<file path="config.mk">
export PLATFORM = sky130hd
export DESIGN_NAME = banked_irq_ctrl
export DESIGN_NICKNAME = d
export VERILOG_FILES = /design/src/rtl/banked_irq_ctrl.sv
export SDC_FILE = /design/constraint.sdc
export NUM_CORES = 1
export LEC_CHECK = 0
export ABC_AREA = 1
export BUFFER_PORTS_ARGS = -buffer_cell sky130_fd_sc_hd__buf_2
export CORE_MARGIN = 1
export CORE_UTILIZATION = 30
export CTS_CLUSTER_DIAMETER = 60
export DETAILED_ROUTE_END_ITERATION = 10
export PLACE_DENSITY = 0.5
export SYNTH_ARGS = -nofsm -noshare
export SYNTH_HDL_FRONTEND = slang
export SYNTH_SLANG_ARGS = --single-unit
</file>
<file path="constraint.sdc">
create_clock -name clk -period 1.21 [get_ports clk]
set_clock_uncertainty 0.05 [all_clocks]
set_input_delay 0.1815 -clock clk [delete_from_list [all_inputs] [get_ports clk]]
set_output_delay 0.1815 -clock clk [all_outputs]
set_load 0.02 [all_outputs]
</file>
<file path="src/rtl/banked_irq_ctrl.sv">
module banked_irq_ctrl #(
  parameter int NBANKS = 2,
  parameter int ADDR_W = 8
) (
  input  logic                  clk,
  input  logic                  rst_n,
  input  logic [NBANKS*32-1:0]  irq_in,
  input  logic [ADDR_W-1:0]     bus_addr,
  input  logic                  bus_we,
  input  logic [31:0]           bus_wdata,
  output logic [31:0]           bus_rdata,
  output logic                  irq_out
);
  localparam int BW = ADDR_W - 5;
  localparam logic [4:0] OFF_RAW = 5'h00, OFF_MSK = 5'h04, OFF_SET = 5'h08,
                         OFF_CLR = 5'h0C, OFF_PND = 5'h10;

  logic [NBANKS-1:0][31:0] sync_a, raw, mask, pend;
  logic [NBANKS-1:0]       set_hit, clr_hit, bank_any;
  logic [BW-1:0]           bank_sel;
  logic [4:0]              reg_off;

  assign bank_sel = bus_addr[ADDR_W-1:5];
  assign reg_off  = bus_addr[4:0];

  initial begin
    a_r10_bank_count: assert (NBANKS == 1 || NBANKS == 2);
  end

  always_ff @(posedge clk or negedge rst_n) begin
    if (!rst_n) begin
      sync_a <= '0;
      raw    <= '0;
    end else begin
      sync_a <= irq_in;
      raw    <= sync_a;
    end
  end

  for (genvar b = 0; b < NBANKS; b++) begin : g_bank
    assign set_hit[b]  = bus_we && bank_sel == BW'(b) && reg_off == OFF_SET;
    assign clr_hit[b]  = bus_we && bank_sel == BW'(b) && reg_off == OFF_CLR;
    assign pend[b]     = raw[b] & ~mask[b];
    assign bank_any[b] = |pend[b];

    always_ff @(posedge clk or negedge rst_n) begin
      if (!rst_n)          mask[b] <= '1;
      else if (set_hit[b]) mask[b] <= mask[b] | bus_wdata;
      else if (clr_hit[b]) mask[b] <= mask[b] & ~bus_wdata;
    end

    a_r2_set_port: assert property (@(posedge clk) disable iff (!rst_n)
      set_hit[b] |=> (mask[b] & $past(bus_wdata)) == $past(bus_wdata));
    a_r3_clear_port: assert property (@(posedge clk) disable iff (!rst_n)
      clr_hit[b] |=> (mask[b] & $past(bus_wdata)) == 32'h0);
    a_r7_mask_hold: assert property (@(posedge clk) disable iff (!rst_n)
      !(set_hit[b] || clr_hit[b]) |=> $stable(mask[b]));
    a_r2_keep_zero_bits: assert property (@(posedge clk) disable iff (!rst_n)
      set_hit[b] |=> (mask[b] & ~$past(bus_wdata)) == ($past(mask[b]) & ~$past(bus_wdata)));
  end

  always_comb begin
    bus_rdata = '0;
    for (int b = 0; b < NBANKS; b++) begin
      if (bank_sel == BW'(b)) begin
        case (reg_off)
          OFF_RAW: bus_rdata = raw[b];
          OFF_MSK: bus_rdata = mask[b];
          OFF_PND: bus_rdata = pend[b];
          default: bus_rdata = '0;
        endcase
      end
    end
  end

  always_ff @(posedge clk or negedge rst_n) begin
    if (!rst_n) irq_out <= 1'b0;
    else        irq_out <= |bank_any;
  end

  a_r6_cascade_rise: assert property (@(posedge clk) disable iff (!rst_n)
    (|bank_any) |=> irq_out);
  a_r6_cascade_fall: assert property (@(posedge clk) disable iff (!rst_n)
    !(|bank_any) |=> !irq_out);
endmodule

</file>
Yosys cells after proc, flatten, opt, wreduce, memory -nomap -nowiden
Cells that the tools add are included.
{ "word_totals": {"register_bits": 193, "latch_bits": 0, "ram_bits": 0, "romBits": 0, "in_bits": 107, "output_inout_bits": 33, "wordCells": 40, "memories": 0} }
{ "classes": {"addsub": 0, "mul": 0, "div": 0, "order_cmp": 0, "eq_ne": 5, "shift": 0, "muxes": 8, "n_bitwise": 9, "n_reduce_logical": 11} }
{ "ops": {"columns": ["op", "n"], "rows": [
  ["32-bit 2-to-1 mux", 6],
  ["32-bit case mux with 3 select lines", 2],
  ["32-bit bitwise AND", 4],
  ["32-bit NOT", 3],
  ["32-bit bitwise OR", 2],
  ["64-bit OR reduction", 1],
  ["5-bit by 4-bit equality test with 1-bit output (second input constant)", 2],
  ["1-bit logical AND", 6],
  ["5-bit by 3-bit equality test with 1-bit output (second input constant)", 1],
  ["5-bit equality test (second input constant)", 1],
  ["5-bit zero test", 1],
  ["2-bit nonzero test", 2],
  ["3-bit by 1-bit equality test with 1-bit output (second input constant)", 1],
  ["3-bit zero test", 1]
]} }

Longest topological paths before layout
{ "depth": {"word_depth": 5, "depth_mapped": 10, "ltp_nobuf": 9} }

Least setup slack after synthesis
Ideal clock, no wire load.
{ "synth_path": {"path_type": "input to output", "start": "in bus_addr[1]", "end": "out bus_rdata[27]", "arrival_time_ns": 1.185, "required_ns": 0.978, "slack_ns": -0.206, "path_stages": 7, "n_path_buf": 2, "cell_sequence": "nor2_4 > nand2_2 > buf_2 > buf_2 > o22ai_1 > nand2_1 > nand2_1"} }
{ "synth_between": {"elab_chain_len": 4, "word_cells_on_any_way": 7, "classes_between": "eq/ne (2); mux (4); reduce/logical (1)"} }
{ "synth_lines": {"columns": ["item", "line", "source"], "rows": [
  ["from (decl)", "8", "input logic [ADDR_W-1:0] bus_addr,"],
  ["5-bit equality test, or another cell as far along", "66", "case (reg_off)"],
  ["32-bit case mux with 3 select lines", "66", null],
  ["32-bit 2-to-1 mux", "65", "if (bank_sel == BW'(b)) begin"],
  ["32-bit 2-to-1 mux (*)", "65", null],
  ["to (decl)", "11", "output logic [31:0] bus_rdata,"]
]} }
Every way passes the cells marked *; elsewhere a longest branch is shown, timed or not.

==> results.md <==
* Vias per cell at 4.48
* Slew of the pin with the lowest slew margin at about 0.35 ns
* Final setup violating endpoints at 35
* Mean Syn Cell Area at approximately 8.7 µm²
* Antenna violations before repair at 1
* Post-Syn Area at around 0.0084 mm²
* Max clock buf depth at 2
* WP data arrival at between 1.5 and 2 ns
* Final antenna-violating net count at 0
* Core Area at roughly 0.027 mm²
* Via count at 7,590
* Top Layer Used: met4
* Routed wl met2 at 13.0 mm
* Fin worst setup slack at -0.618 ns
* CTS clk-pin slew, worst paths at approximately 0.08 ns
* Clock root buffer: clkbuf_16
* Post-synthesis async set-or-reset flop share at 1.00
* Routability congestion estimate at 0.791
* Largest fanout on the critical path at 2
* Synth-to-Final Area Change at 50.7%
* Leak at slightly above 6 nW
* EDFF count, synth at 0
* Pre-Repair DR Iteration Count at 6
* Top FF cell, synth: dfrtp_1
* Estimated wirelength of the detail-placed design at 17.3 mm
* Hold slack final at ~0.14 ns
* Layout cells sized above 1 at 0.400
* DR DRC count at 0
* Largest net degree at the start of global routing at 47
* Drt wl/cell at approximately 16 µm
* Worst vdd ir at between 0.9 and 1 mV
* Relative slew slack at 0.769
* IO buf count at 139
* Crit. End Element: primary output
* GRT Util Overall at 0.196
* Full die area at approximately 0.029 mm²
* I/O pin count at 140
* Fin. Hold Viols at 0
* Htree depth at 4
* Sequential area share after synthesis at 0.588
* DRT Wirelength at between 20 and 30 mm
* Nets at approximately 1,400
* RSZ-0062 raised after global routing: yes
* Synth cell types at 25
* TritonCTS buffer count at 17
* Pwr Density at about 1200 mW/mm²
* Failing checks: negative setup slack
* WP data required at 0.98 ns
* Hold Path Class: input pin to register
* Crit share post-route at 1.51
* Warning count from the yosys run at 0
* Max-cap violations at 0
* DR WL met3 at roughly 1.3 mm
* Die Ht at 169 µm
* Fin. max-slew vios at 0
* Starting Density at 0.308
* Initial DRC Count at between 500 and 600
* Vias in the first global route at around 7,700
* Mapped Nets at 1,069
* Fillers at between 2,000 and 3,000
* Mapped Cells at approximately 960
* Clock insertion delay at the later pin of the skew report at 0.45 ns
* Outcome: finished, violations left
* Fmax at approximately 550 MHz
* Wl on met1 at ~12 mm
* # rows at 60
* Clock Sinks at between 150 and 200
* CTS tree: yes
* Tmin final at 1.83 ns
* Most frequent cells in the layout: nand2_1 (217), dfrtp_1 (129), buf_4 (108)
* Kind of critical path: register to primary output
* Most common cell after layout, fill and taps aside: nand2_1
* Seq cells post-synth at ~190
* Crit path launch type: register
* DIE WIDTH at roughly 170 µm
* Non-filler cells, final at ~1,700
* Grt ovf at 0
* Inst Count DP at 1,504
* First-pass GRT wire length at around 42 mm
-- layer usage --
| metal | track usage | up-vias |
|---|---|---|
| met4 | 0.0700 | 0 |
| li1 | - | 3744 |
| met5 | 0 | - |
| met1 | 0.255 | 3601 |
| met3 | 0.0334 | 34 |
| met2 | 0.326 | 211 |
-- cells by family after synthesis --
group | after synthesis | synth area share
buffers and inverters | 214 | 0.102
flip-flops | 193 | 0.588
AO/OA/AOI/OAI | 177 | 0.117
AND/OR/NAND/NOR | 378 | 0.192
-- where the power goes --
part	switching, mW	internal [mW]	total (mW)
Clock	2.77	3.17	5.94
Sequential	0.193	6.91	7.10
Combinational	0.912	0.879	1.79
-- layout make-up --
class                      count  area (µm²)  share of cell area
tap                          372         465              0.0370
clock inverter                14         180              0.0143
antenna                        1        2.50            0.000199
multi-input combinational    555        2870               0.228
inverter                     173         649              0.0516
sequential                   193        4910               0.390
timing repair buffer         367        3080               0.245
clock buffer                  18         429              0.0341
-- through the flow --
step | worst slack, ns | setup TNS [ns] | total power [mW] | util | area (µm²)
finish | -0.618 | -17.89 | 14.8 | 0.465 | 12600
floorplan | -0.150 | -4.02 | 7.69 | - | 8460
global placement | -0.456 | -32.80 | 8.45 | 0.374 | 10100
CTS | -0.659 | -19.13 | 15.0 | 0.460 | 12500
detailed placement | -0.467 | -34.91 | 8.47 | 0.374 | 10100
global route | -0.684 | -20.86 | 15.6 | 0.464 | 12600
-- critical path: stages (launching register included) --
cell	delay, ns
dfstp_2	0.54
inv_2	0.05
nand2_2	0.06
buf_6	0.09
inv_2	0.02
nand2_1	0.04
o211ai_1	0.08
nand2_1	0.08
nand2_2	0.06
buf_6	0.13
-- Yosys cell counts, types with 2 or more instances --
cell	count	area [µm²]
inv_2	3	11.3
nand4_1	22	138
o21ai_1	36	180
o22ai_1	28	175
buf_4	5	37.5
o211ai_1	24	180
o21ai_0	88	440
nor2_4	3	33.8
dfrtp_1	129	3230
nand2_1	276	1040
dfstp_2	64	1680
inv_1	170	638
clkbuf_1	18	67.6
buf_2	13	65.1
nand3_1	60	300
clkbuf_2	2	10.0
buf_6	2	22.5
nor2_1	12	45.0
-- repair_timing --
| action | CTS | global route |
|---|---|---|
| endpoints found under the hold margin | 271 | 0 |
| endpoints found under the setup margin | 34 | 51 |
| gates resized for setup | 177 | 48 |
| pin swaps | 101 | 75 |
| buffers inserted | 52 | 7 |
| hold buffers | 97 | 0 |
-- worst paths after layout --
check | slack, ns | depth (start not counted) | end | startpoint
worst min-delay path | 0.14 | 4 | register | bus_we
max in group asynchronous | 0.40 | 3 | asynchronous set/reset pin | rst_n
worst max register to register | -0.58 | 12 | irq_out | register
worst min register to register | 0.30 | 0 | raw[23] | sync_a[23]
min in group asynchronous | 0.16 | 2 | sync_a[28] | rst_n
worst max-delay path | -0.62 | 9 | bus_rdata[2] | register
(Power assumes the default switching activity.)
